## config.mk

```make
export PLATFORM = sky130hd
export DESIGN_NAME = seg_xlat_unit
export DESIGN_NICKNAME = d
export VERILOG_FILES = /design/src/rtl/seg_xlat_pkg.sv /design/src/rtl/seg_regfile.sv /design/src/rtl/seg_pick.sv /design/src/rtl/seg_check.sv /design/src/rtl/seg_xlat_unit.sv
export SDC_FILE = /design/constraint.sdc
export NUM_CORES = 1
export LEC_CHECK = 0
export ABC_AREA = 1
export BUFFER_PORTS_ARGS = -buffer_cell sky130_fd_sc_hd__clkbuf_2
export CORE_MARGIN = 3
export CORE_UTILIZATION = 40
export CTS_BUF_LIST = sky130_fd_sc_hd__clkbuf_16
export DETAILED_ROUTE_END_ITERATION = 10
export GPL_ROUTABILITY_DRIVEN = 1
export PLACE_DENSITY = 0.67
export SKIP_CTS_REPAIR_TIMING = 1
export SYNTH_ARGS = -nofsm -noshare
export SYNTH_HDL_FRONTEND = slang
export SYNTH_SLANG_ARGS = --single-unit
export TNS_END_PERCENT = 1
```

## constraint.sdc

```tcl
create_clock -name clk -period 6.04 [get_ports clk]
set_input_delay 0.302 -clock clk [delete_from_list [all_inputs] [get_ports clk]]
set_output_delay 0.302 -clock clk [all_outputs]
set_load 0.05 [all_outputs]
```

## src/rtl/seg_xlat_pkg.sv

```systemverilog
package seg_xlat_pkg;
  localparam int SEL_W   = 16;
  localparam int IDX_W   = 13;
  localparam int SEGN_W  = 3;
  localparam int PERM_W  = 3;

  localparam int PERM_X = 2;
  localparam int PERM_R = 1;
  localparam int PERM_W_BIT = 0;

  localparam int FLT_LIMIT = 0;
  localparam int FLT_PROT  = 1;

  typedef enum logic [2:0] {
    KIND_LOAD  = 3'd0,
    KIND_STORE = 3'd1,
    KIND_FETCH = 3'd2,
    KIND_PUSH  = 3'd3,
    KIND_POP   = 3'd4
  } acc_kind_e;

  localparam logic [SEGN_W-1:0] SEG_CODE  = 3'd0;
  localparam logic [SEGN_W-1:0] SEG_DATA  = 3'd1;
  localparam logic [SEGN_W-1:0] SEG_STACK = 3'd2;
endpackage

```

## src/rtl/seg_regfile.sv

```systemverilog
module seg_regfile
  import seg_xlat_pkg::*;
#(
  parameter int NSEG = 6,
  parameter int AW   = 32
) (
  input  logic              clk,
  input  logic              rst_n,
  input  logic              wr_en,
  input  logic [SEGN_W-1:0] wr_idx,
  input  logic [SEL_W-1:0]  wr_sel,
  input  logic [AW-1:0]     wr_base,
  input  logic [AW-1:0]     wr_limit,
  input  logic [PERM_W-1:0] wr_perm,
  input  logic [SEGN_W-1:0] rd_idx,
  output logic [SEL_W-1:0]  rd_sel,
  output logic [AW-1:0]     rd_base,
  output logic [AW-1:0]     rd_limit,
  output logic [PERM_W-1:0] rd_perm
);
  logic [SEL_W-1:0]  sel_q   [NSEG];
  logic [AW-1:0]     base_q  [NSEG];
  logic [AW-1:0]     limit_q [NSEG];
  logic [PERM_W-1:0] perm_q  [NSEG];

  for (genvar i = 0; i < NSEG; i++) begin : g_seg
    logic we;
    assign we = wr_en && (wr_idx == SEGN_W'(i));
    always_ff @(posedge clk or negedge rst_n) begin
      if (!rst_n) begin
        sel_q[i]   <= '0;
        base_q[i]  <= '0;
        limit_q[i] <= '1;
        perm_q[i]  <= '1;
      end else if (we) begin
        sel_q[i]   <= wr_sel;
        base_q[i]  <= wr_base;
        limit_q[i] <= wr_limit;
        perm_q[i]  <= wr_perm;
      end
    end
  end

  always_comb begin
    rd_sel   = '0;
    rd_base  = '0;
    rd_limit = '0;
    rd_perm  = '0;
    for (int i = 0; i < NSEG; i++) begin
      if (rd_idx == SEGN_W'(i)) begin
        rd_sel   = sel_q[i];
        rd_base  = base_q[i];
        rd_limit = limit_q[i];
        rd_perm  = perm_q[i];
      end
    end
  end
endmodule

```

## src/rtl/seg_pick.sv

```systemverilog
module seg_pick
  import seg_xlat_pkg::*;
#(
  parameter int NSEG = 6
) (
  input  logic [2:0]        kind,
  input  logic              ovr_en,
  input  logic [SEGN_W-1:0] ovr_seg,
  output logic [SEGN_W-1:0] seg
);
  logic [SEGN_W-1:0] dflt;

  always_comb begin
    unique case (kind)
      KIND_FETCH:          dflt = SEG_CODE;
      KIND_PUSH, KIND_POP: dflt = SEG_STACK;
      default:             dflt = SEG_DATA;
    endcase
    if (ovr_en && (ovr_seg < SEGN_W'(NSEG))) seg = ovr_seg;
    else                                     seg = dflt;
  end
endmodule

```

## src/rtl/seg_check.sv

```systemverilog
module seg_check
  import seg_xlat_pkg::*;
#(
  parameter int AW = 32
) (
  input  logic [2:0]        kind,
  input  logic [AW-1:0]     offset,
  input  logic [1:0]        size_m1,
  input  logic [AW-1:0]     base,
  input  logic [AW-1:0]     limit,
  input  logic [PERM_W-1:0] perm,
  output logic [AW-1:0]     lin_addr,
  output logic [1:0]        fault_code
);
  logic [AW:0] last_byte;
  logic        is_write;
  logic        is_fetch;

  always_comb begin
    last_byte = {1'b0, offset} + (AW+1)'(size_m1);
    is_write  = (kind == KIND_STORE) || (kind == KIND_PUSH);
    is_fetch  = (kind == KIND_FETCH);
    lin_addr  = base + offset;
    fault_code = '0;
    fault_code[FLT_LIMIT] = last_byte > {1'b0, limit};
    fault_code[FLT_PROT]  = (is_write && !perm[PERM_W_BIT]) ||
                            (is_fetch && !perm[PERM_X]);
  end
endmodule

```

## src/rtl/seg_xlat_unit.sv

```systemverilog
module seg_xlat_unit
  import seg_xlat_pkg::*;
#(
  parameter int NSEG = 6,
  parameter int AW   = 32
) (
  input  logic        clk,
  input  logic        rst_n,
  input  logic        ld_en,
  input  logic [2:0]  ld_idx,
  input  logic [15:0] ld_selector,
  input  logic [31:0] ld_base,
  input  logic [31:0] ld_limit,
  input  logic [2:0]  ld_perm,
  input  logic        req_valid,
  input  logic [2:0]  req_kind,
  input  logic        req_ovr_en,
  input  logic [2:0]  req_ovr_seg,
  input  logic [31:0] req_offset,
  input  logic [1:0]  req_size,
  output logic        rsp_valid,
  output logic        rsp_fault,
  output logic [1:0]  rsp_fault_code,
  output logic [31:0] rsp_addr,
  output logic [2:0]  rsp_seg,
  output logic [12:0] rsp_index,
  output logic        rsp_ti,
  output logic [1:0]  rsp_rpl
);
  logic [SEGN_W-1:0] seg_c;
  logic [SEL_W-1:0]  sel_c;
  logic [AW-1:0]     base_c, limit_c, addr_c;
  logic [PERM_W-1:0] perm_c;
  logic [1:0]        code_c;

  seg_pick #(.NSEG(NSEG)) u_pick (
    .kind(req_kind), .ovr_en(req_ovr_en), .ovr_seg(req_ovr_seg), .seg(seg_c)
  );

  seg_regfile #(.NSEG(NSEG), .AW(AW)) u_regs (
    .clk(clk), .rst_n(rst_n),
    .wr_en(ld_en), .wr_idx(ld_idx), .wr_sel(ld_selector),
    .wr_base(ld_base), .wr_limit(ld_limit), .wr_perm(ld_perm),
    .rd_idx(seg_c), .rd_sel(sel_c), .rd_base(base_c),
    .rd_limit(limit_c), .rd_perm(perm_c)
  );

  seg_check #(.AW(AW)) u_chk (
    .kind(req_kind), .offset(req_offset), .size_m1(req_size),
    .base(base_c), .limit(limit_c), .perm(perm_c),
    .lin_addr(addr_c), .fault_code(code_c)
  );

  logic             valid_d, fault_d;
  logic [1:0]       code_q;
  logic [AW-1:0]    addr_q;
  logic [SEGN_W-1:0] seg_q;
  logic [SEL_W-1:0] sel_q;

  always_comb begin
    valid_d = req_valid && (code_c == 2'b00);
    fault_d = req_valid && (code_c != 2'b00);
  end

  always_ff @(posedge clk or negedge rst_n) begin
    if (!rst_n) begin
      rsp_valid <= 1'b0;
      rsp_fault <= 1'b0;
    end else begin
      rsp_valid <= valid_d;
      rsp_fault <= fault_d;
    end
  end

  always_ff @(posedge clk or negedge rst_n) begin
    if (!rst_n) begin
      code_q <= '0;
      addr_q <= '0;
      seg_q  <= '0;
      sel_q  <= '0;
    end else if (req_valid) begin
      code_q <= code_c;
      addr_q <= addr_c;
      seg_q  <= seg_c;
      sel_q  <= sel_c;
    end
  end

  assign rsp_fault_code = code_q;
  assign rsp_addr       = addr_q[31:0];
  assign rsp_seg        = seg_q;
  assign rsp_index      = sel_q[15:3];
  assign rsp_ti         = sel_q[2];
  assign rsp_rpl        = sel_q[1:0];
endmodule

```

=== After elaboration in Yosys (flattened, before gate mapping) ===
Cells that the tools add are included.
Widths: inputs -> output; s select.

* Input port bits: 131
* Logic and storage cells: 94
* Bits in registers: 553

* Multiplexer cells: 26
* Reductions and logical operators: 20
* Eq/ne operators: 14
* Add/subtract/negate cells: 2
* Order comparisons: 2

{| class="wikitable"
|+ Operator list
! kind !! count
|-
| $mux 32 || 12
|-
| $mux 16 || 6
|-
| $add 32x2->33 || 1
|-
| $gt 33x32->1 || 1
|-
| $add 32x32->32 || 1
|-
| $mux 3 || 7
|-
| $eq 3x2->1 const B || 6
|-
| $eq 3x3->1 const B || 5
|-
| $logic_and 1x1->1 || 11
|-
| $eq 3x1->1 const B || 3
|-
| $logic_not 3->1 || 2
|-
| $pmux 2 s2 || 1
|-
| $lt 3x3->1 const B || 1
|-
| $logic_not 1->1 || 2
|-
| $logic_not 2->1 || 1
|-
| $logic_or 1x1->1 || 2
|-
| $reduce_bool 2->1 || 1
|-
| $reduce_or 2->1 || 1
|}

=== Depth between registers and ports, before layout ===
Gate-level depths: netlist of the first run.

* Depth after elaboration: 16
* Depth in mapped cells: 28
* Gate-level depth less buffers: 27

=== Modules after synthesis ===
From an unflattened synthesis of the first run, not the netlist that was laid out.

* Cells, all modules: 3574
* Area total of the unflattened synthesis: 27976.8 sq um

{| class="wikitable"
|+ By module, submodules not included
! module !! area an instance (sq um) !! times used !! cells each
|-
| seg_regfile || 21947.3 || 1 || 2617
|-
| seg_check || 3858.7 || 1 || 710
|-
| seg_xlat_unit || 2102.0 || 1 || 230
|-
| seg_pick || 68.8 || 1 || 17
|}

=== Worst setup path before layout of the first run ===
OpenSTA, ideal clock, no wires.

* Kind: input -> register
* Start: input req_kind[0]
* End: register addr_q[24], in the netlist rsp_addr[24]
* Data required time: 5922 ps
* Buffers on the path: 2
* Setup slack: 2749 ps
* Stages on the path: 23
* Data arrival time: 3173 ps
* Cell sequence: o21ai_0 > nand3_1 > nand2_2 > nor2_4 > buf_6 > buf_4 > nand3_1 > nand2_1 > a221oi_1 > nand3_1 > ha_1 > fa_1 > nand2_1 > nand2_1 > nand2_1 > nand2_1 > a21oi_1 > o21ai_2 > nand3_1 > nand3_1 > or2_2 > nand3_1 > nand2_1

* Cells in the longest elaborated chain, start to end: 12
* Elaborated cells on any way between the ends: 19
* Classes of those cells: add/sub: 1; eq/ne: 8; mux: 8; reduce/logical: 2

{| class="wikitable"
|+ Ends and longest elaborated chain
! element !! RTL line !! RTL
|-
| from (decl) || seg_xlat_unit.sv:16 || <nowiki>input logic [2:0] req_kind,</nowiki>
|-
| $eq 3x3->1 / $eq 3x2->1 (equally long branches) || seg_pick.sv:14 || <nowiki>unique case (kind)</nowiki>
|-
| $reduce_or 2->1 || seg_pick.sv:14 ||
|-
| $pmux 2 s2 * || seg_pick.sv:14 ||
|-
| $mux 3 * || seg_pick.sv:19 || <nowiki>if (ovr_en && (ovr_seg < SEGN_W'(NSEG))) seg = ovr_seg;</nowiki>
|-
| $logic_not 3->1 || seg_regfile.sv:50 || <nowiki>if (rd_idx == SEGN_W'(i)) begin</nowiki>
|-
| $mux 32 (5 in series) || seg_regfile.sv:50 ||
|-
| $mux 32 * || seg_regfile.sv:50 ||
|-
| $add 32x32->32 * || seg_check.sv:23 || <nowiki>lin_addr = base + offset;</nowiki>
|-
| to (signal assigned) || seg_xlat_unit.sv:83 || <nowiki>addr_q <= addr_c;</nowiki>
|-
| to (decl) || seg_xlat_unit.sv:56 || <nowiki>logic [AW-1:0] addr_q;</nowiki>
|}

Mark *: on every way between the ends. The rest lies on a longest branch, timed or not.
A chain may end at the register's enable or synchronous reset.

=== Worst setup path after layout of the first run ===
* Start: input req_ovr_seg[2]
* End: register addr_q[18], in the netlist rsp_addr[18]

* Cells in the longest elaborated chain, start to end: 11
* Elaborated cells on any way between the ends: 16
* Classes of those cells: add/sub: 1; order compare: 1; eq/ne: 5; mux: 7; reduce/logical: 2

{| class="wikitable"
|+ Ends and longest elaborated chain
! element !! RTL line !! RTL
|-
| from (decl) || seg_xlat_unit.sv:18 || <nowiki>input logic [2:0] req_ovr_seg,</nowiki>
|-
| $lt 3x3->1 || seg_pick.sv:19 ||
|-
| $logic_and 1x1->1 || seg_pick.sv:19 ||
|-
| $mux 3 * || seg_pick.sv:19 ||
|-
| $logic_not 3->1 || seg_regfile.sv:50 ||
|-
| $mux 32 (5 in series) || seg_regfile.sv:50 ||
|-
| $mux 32 * || seg_regfile.sv:50 ||
|-
| $add 32x32->32 * || seg_check.sv:23 ||
|}

Marked as above.

==> results of run 1 <==
==> sequential cells by signal, summed over array words and instances (netlist names) <==
register,flops
rsp_valid,1
rsp_fault,1
u_regs.limit_q,192
u_regs.sel_q,96
rsp_addr,32
rsp_seg,3
rsp_fault_code,2
sel_q,16
u_regs.base_q,192
u_regs.perm_q,12
==> cell families after synthesis <==
| group | Yosys count | synth area share, % |
|---|---|---|
| and+or+nand+nor | 1339 | 20.7 |
| AOI/OAI and AO/OA | 810 | 16.3 |
| DFF | 547 | 52.7 |
| buffers and inverters | 388 | 5.74 |
| adders and majority gates | 67 | 3.22 |
| xor gates and xnor gates | 43 | 1.42 |
==> layer usage <==
metal	wire [um]	vias up	track usage [%]
li1	-	10785	-
met1	35300	10595	31.1
met2	35000	736	34.4
met3	5670	148	4.60
met4	2340	2	7.38
met5	13	-	0
==> tightest hold or removal path, cell delays in order <==
cell	delay, ns
clkbuf_2	0.08
inv_1	0.12
o21ai_0	0.10
==> cell type report <==
type	count	share of cell area (%)
tap	855	3.58
timing repair buffer	215	4.07
clock inverter	46	1.20
antenna	2	0.0167
sequential	547	46.6
multi-input combinational	2259	37.0
inverter	209	2.63
clock buffer	59	4.93
==> cells in the final DEF, fill, tap and decap left out, types with 3 or more instances in the layout <==
cell         n
a31oi_1     39
nand4_1     43
o21a_1       5
nor4_1       6
a221oi_1    24
xnor2_1     16
o21ai_0    560
o21ai_1      8
or2_2        3
buf_12       4
buf_4       25
ha_1        65
clkbuf_16   59
nor2_1     150
inv_1      215
nand2_4      5
dfrtp_1    343
clkinv_2    11
a21oi_1    137
clkbuf_2   183
o21bai_1     5
nor3_1      10
nand2_1    951
a21boi_1     3
bufinv_16    6
clkinv_1    15
dfstp_2    204
o22ai_1     11
nand2_2      8
a211oi_1     3
nand3b_1     6
inv_2        6
nand3_1    143
xor2_1      27
==> path summary, 6_finish.rpt <==
check                      cells after the start  slack, ns                        endpoint
hold reg to reg                                2       0.48   rsp_fault_code[1]$_DFFE_PN0P_
max in group asynchronous                      3       4.19  u_regs.base_q[188]$_DFFE_PN0P_
setup reg to reg                              15       2.87        rsp_addr[18]$_DFFE_PN0P_
hold / removal                                 3      0.002   u_regs.limit_q[9]$_DFFE_PN1P_
setup / recovery                              21       2.34        rsp_addr[18]$_DFFE_PN0P_
min in group asynchronous                      2       0.33    u_regs.sel_q[66]$_DFFE_PN0P_
==> where the power goes <==
part	internal, mW	switching [mW]
combinational	0.811	1.77
sequential	4.58	0.391
clock	2.01	1.45
total	7.40	3.62
==> impl_results.md, run 1 <==
- CP max stage delay: 0.49 ns
- Post-synth top area share: 32.4%
- LEAKAGE: 14.2 nW
- Area occupied by multi-input gates: 11100 um^2
- Critical Path AT: 4.15 ns
- Path type of the worst setup path: input pin to flop
- FF+latch area: 13900 um^2
- Sequential area share after synthesis: 52.7%
- CP most frequent cell: nand2_1
- Syn Inst Count: 3194
- Routed via count: 22266
- Number of I/O pins: 186
- Synthesized net count: 3392
- Post-Synthesis Cell Area: 26500 um^2
- Final Power: 11.0 mW
- DRC Markers: 0
- Fin crit share: 61.2%
- Post-Layout Cell Count: 4192
- Full die area: 69300 um^2
- Synth area leaders: dfrtp_1 (32%), dfstp_2 (20%), nand2_1 (14%)
- Placer Congestion: 0.935
- Std cell rows: 93
- Ys Warns: 0
- Flops & latches, synth: 547
- HP Start: ld_limit[9]
- Fin Clk Skew: 0.0154 ns
- Overflow after GRT: 0
- EDFF count, synth: 0
- H-tree levels: 2
- First-pass GRT wire length: 122 mm
- CTS tree: built
- CP max-delay cell: a221oi_1
- Worst path required time: 6.49 ns
- Total track usage: 22.2%
- Max cap viols: 0
- Area grow syn2layout: 13.0%
- Cell taking the most area after synthesis: dfrtp_1
- Fin nets: 3486
- Async set or reset register ratio after synthesis: 100%
- Post-Route WL: 78.3 mm
- Clk buf depth: 3
- Final Util: 46.1%
- Setup Viol. Count Final: 0
- Final Hold Viols: 0
- Fraction of layout instances using a drive strength above 1: 16.0%
- Die width: 263 um
- Syn avg cell area: 8.29 um^2
- R2R Path Start: u_regs.base_q[160]$_DFFE_PN0P_
- Hpwl dp: 50.8 mm
- Largest net degree at the start of global routing: 183
- Critical path buffer and inverter count: 3
- Placed Area: 28100 um^2
- Worst Tran Pin Value: 1.08 ns
- Final Worst Setup Slack: 2.34 ns
- Final Max Tran Viols: 0
- Vias per cell: 5.31
- Worst skew pair latency: 0.62 ns
- Antenna violations before repair: 3
- Outcome: completed
- Setup tns final: 0 ns
- Critical path capture point type: flop
- First-pass DRT Iterations: 6
- PD cells: 368 nW/um^2
- Worst slew margin: 28.1%
- Core area: 64900 um^2
- Critical-path cell list: clkbuf_2 -> nand2_2 -> nand2_4 -> inv_2 -> nand2_1 -> nand2_2 -> nand2_1 -> clkinv_2 -> a221oi_1 -> nand3_1 -> ha_1 -> fa_1 -> nand2_1 -> nand2_1 -> nand2_1 -> nand2_1 -> a21oi_1 -> o21ai_0 -> a21oi_1 -> xor2_1 -> o21ai_0
- CTS root buffer: clkbuf_16
- CTS buffer count: 56
- Placed cells: 4083
- Critical path fanouts, max: 24
- Clock period minus worst slack: 3.70 ns
- Finished Cell Area: 29900 um^2
- CP delay by family, top: compound AO/OA/AOI/OAI gates
- Library cells used by synthesis: 53
- Peak supply drop: 0.240 mV
- Die Y: 263 um
- Initial core utilization: 40.8%
- Post-synth top flop: dfrtp_1
- Hold WC Path Type: input pin to flop
- Commonest cells post-synth: nand2_1 (956), o21ai_0 (560), dfrtp_1 (343)
- 1st-iter DRT viols: 1966
- Number of antenna-violating nets in the routed design: 0
- WL/cell: 18.7 um
- Worst setup startpoint: req_ovr_seg[2]
- Pre-CTS setup slack: 1.73 ns
- Fmax: 270 MHz
- Clock Sinks: 547
- Clk pin slew, worst setup/hold paths: 0.06 ns
- RSZ-0062 raised after global routing: no
- Worst hold slack: 0.00167 ns
- Count leader, synth: nand2_1
- Worst setup SP type: input pin
- Port Buffers: 184
- Number of global-route vias before repair: 21072
- Fill cell count: 6446
Power figures use the tool's default switching activity.
==> run 2, diff against run 1 <==
- PLACE_DENSITY: 0.67 -> 0.69
- clock period: 6.04 -> 3.3 ns (I/O delays scaled with it)
==> run 2 against run 1 <==
The flow now finishes with violations (negative hold slack). Clock skew up 0.0039 ns. Routed wire length up 5.5%. Final cell count up 6.0%. Critical path depth down 2. Power up 89%.
==> impl_results.md, run 2 (same netlist as run 1, synthesis figures left out) <==
- Full die area: 69300 um^2 (unchanged)
- Hold path cells: 5 (+2)
- Placer Congestion: 0.947 (+1.3%)
- Clock Sinks: 547 (unchanged)
- Metal3 WL: 6.08 mm (+7.3%)
- Post-Layout Cell Count: 4444 (+6.0%)
- R2R Path Start: u_regs.base_q[160]$_DFFE_PN0P_
- Metal-1 WL: 36.9 mm (+4.7%)
- R2R Path End: rsp_addr[24]$_DFFE_PN0P_
- Number of I/O pins: 186 (unchanged)
- Final Power: 20.8 mW (+89%)
- Total track usage: 23.4% (+1.2 points)
- Post-Route WL: 82.6 mm (+5.5%)
- Clk pin slew, worst setup/hold paths: 0.06 ns (about the same)
- Fin nets: 3742 (+7.3%)
- Peak supply drop: 0.480 mV (+100%)
- Area grow syn2layout: 21.6%
- Number of global-route vias before repair: 22316 (+5.9%)
- CTS root buffer: clkbuf_16
- Critical path fanouts, max: 39 (+63%)
- Fill cell count: 6191 (-4.0%)
- Fmax: 331 MHz
- CP most frequent cell: a21oi_1
- Max layer used: met4
- Path type of the worst setup path: input pin to flop
- Worst skew pair latency: 0.62 ns (about the same)
- Hold WC Path Type: input pin to flop
- Failing checks: negative hold slack
- Finished Cell Area: 32200 um^2 (+7.5%)
- Final Hold Viols: 3 (+3)
- Worst path required time: 3.84 ns (-2.65 ns)
- Critical path capture point type: flop
- 1st-iter DRT viols: 2225 (+13%)
- Critical Path AT: 3.56 ns (-0.59 ns)
- Setup Viol. Count Final: 0 (unchanged)
- Fraction of layout instances using a drive strength above 1: 19.6% (+3.7 points)
- Placed Area: 29600 um^2 (+5.5%)
- First-pass GRT wire length: 129 mm (+5.7%)
- H-tree levels: 2 (unchanged)
- CP delay by family, top: compound AO/OA/AOI/OAI gates
- LEAKAGE: 15.4 nW (+8.7%)
- Area occupied by multi-input gates: 11100 um^2 (unchanged)
- Final Max Tran Viols: 0 (unchanged)
- Die Y: 263 um (unchanged)
- CTS buffer count: 56 (unchanged)
- PD cells: 646 nW/um^2 (+76%)
- Number of antenna-violating nets in the routed design: 0 (unchanged)
- Largest net degree at the start of global routing: 165 (-9.8%)
- Port Buffers: 184 (unchanged)
- Reg-to-reg setup timing slack: 0.44 ns (-2.43 ns)
- CTS tree: built
- Max cap viols: 0 (unchanged)
- Antenna violations before repair: 2 (-1)
- Core area: 64900 um^2 (unchanged)
- Std cell rows: 93 (unchanged)
- CP max stage delay: 0.36 ns (-0.13 ns)
- FF+latch area: 13900 um^2 (unchanged)
- Largest registers: u_regs.base_q: 192 flops, u_regs.limit_q: 192 flops, u_regs.sel_q: 96 flops
- Vias per cell: 5.33 (+0.35%)
- HP Start: req_offset[31]
- Clock period minus worst slack: 3.02 ns
- First-pass DRT Iterations: 5 (-1)
- Fin Clk Skew: 0.0193 ns (+0.00389 ns)
- Commonest non-fill, non-tap cell in the layout: nand2_1
- Most frequent cells in the layout: nand2_1 (951), o21ai_0 (560), dfrtp_1 (343)
- DRC Markers: 0 (unchanged)
- Worst slew margin: 27.1% (-1.0 points)
- Worst setup SP type: input pin
- Routed via count: 23686 (+6.4%)
- Worst Tran Pin Value: 1.09 ns (+0.0151 ns)
- Critical path buffer and inverter count: 3 (unchanged)
- Placed cells: 4261 (+4.4%)
- RSZ-0062 raised after global routing: no
- Die width: 263 um (unchanged)
- Fin crit share: 91.5%
- FF-to-FF path depth: 18 (+3)
- Initial core utilization: 40.8% (unchanged)
- Clk buf depth: 3 (unchanged)
- Critical-path cell list: clkbuf_2 -> o21ai_0 -> buf_4 -> nand3_1 -> nand2_2 -> nor2_4 -> buf_12 -> o21ai_0 -> nor2_1 -> a21oi_1 -> a31oi_1 -> ha_1 -> a21oi_1 -> o21bai_1 -> a21oi_1 -> o21ai_0 -> a21oi_1 -> nand3_1 -> a31oi_1
- Overflow after GRT: 0 (unchanged)
- WL/cell: 18.6 um (-0.53%)
- WP depth: 19 (-9.5%)
- Outcome: finished, violations left
- Hpwl dp: 55.8 mm (+9.9%)
- DR WL met2: 36.9 mm (+5.6%)
- Worst hold slack: -0.0470 ns (-0.0487 ns)
- Hold Path Sink: rsp_addr[31]$_DFFE_PN0P_
- CP max-delay cell: ha_1
==> run 2: changes by cell type in the layout (fill, tap and decap cells not counted), sizes merged <==
cell / change
buf: +178
dlygate4sd3: +78
clkinv: -6
inv: +5
bufinv: -1
clkbuf: -1
diode: -1
==> run 2: report_power, final <==
part	switching, mW	total (mW)	internal, mW
Sequential	0.759	9.14	8.38
Clock	2.68	6.22	3.55
Combinational	3.40	5.43	2.02
Total	6.84	20.8	13.9
==> run 2: final cells by class <==
| class | count | share of cell area, % |
|---|---|---|
| Clock buffer | 58 | 4.51 |
| Timing Repair Buffer | 471 | 11.0 |
| Multi-Input combinational cell | 2259 | 34.4 |
| Inverter | 209 | 2.44 |
| Antenna cell | 1 | 0.00778 |
| Clock inverter | 44 | 1.00 |
| Tap cell | 855 | 3.33 |
| Sequential cell | 547 | 43.3 |
==> run 2: worst max-delay path by stage <==
| stage | start | endpoint | slack (ns) |
|---|---|---|---|
| final | req_kind[2] | rsp_addr[30]$_DFFE_PN0P_ | 0.28 |
| after global routing | req_kind[2] | rsp_fault$_DFF_PN0_ | 0.008 |
| after detailed placement | req_kind[0] | rsp_valid$_DFF_PN0_ | -0.23 |
| after global placement | req_kind[0] | rsp_valid$_DFF_PN0_ | -0.14 |
| after CTS | req_kind[0] | rsp_valid$_DFF_PN0_ | 0.41 |
| after floorplan | req_kind[0] | rsp_addr[24]$_DFFE_PN0P_ | 0.15 |
==> run 2: per-layer routing <==
layer	vias up	global-route usage, %
met5	-	0
met4	0	6.99
met3	144	4.30
met2	846	36.5
met1	11397	33.3
li1	11299	-
==> run 2: worst min-delay path: cells and delay by family <==
kind                   cells  cell delay [ns]
AND/OR/NAND/NOR            4             0.26
buffers and inverters      1             0.12
==> run 2: per-stage QoR <==
step | utilization [%] | setup slack [ns] | TNS [ns]
6_report | 49.6 | 0.281 | 0
5_1_grt | 49.6 | 0.00762 | 0
4_1_cts | 48.3 | 0.409 | 0
3_5_place_dp | 45.6 | -0.234 | -2.98
3_3_place_gp | 45.6 | -0.141 | -1.07
2_1_floorplan | - | 0.146 | 0
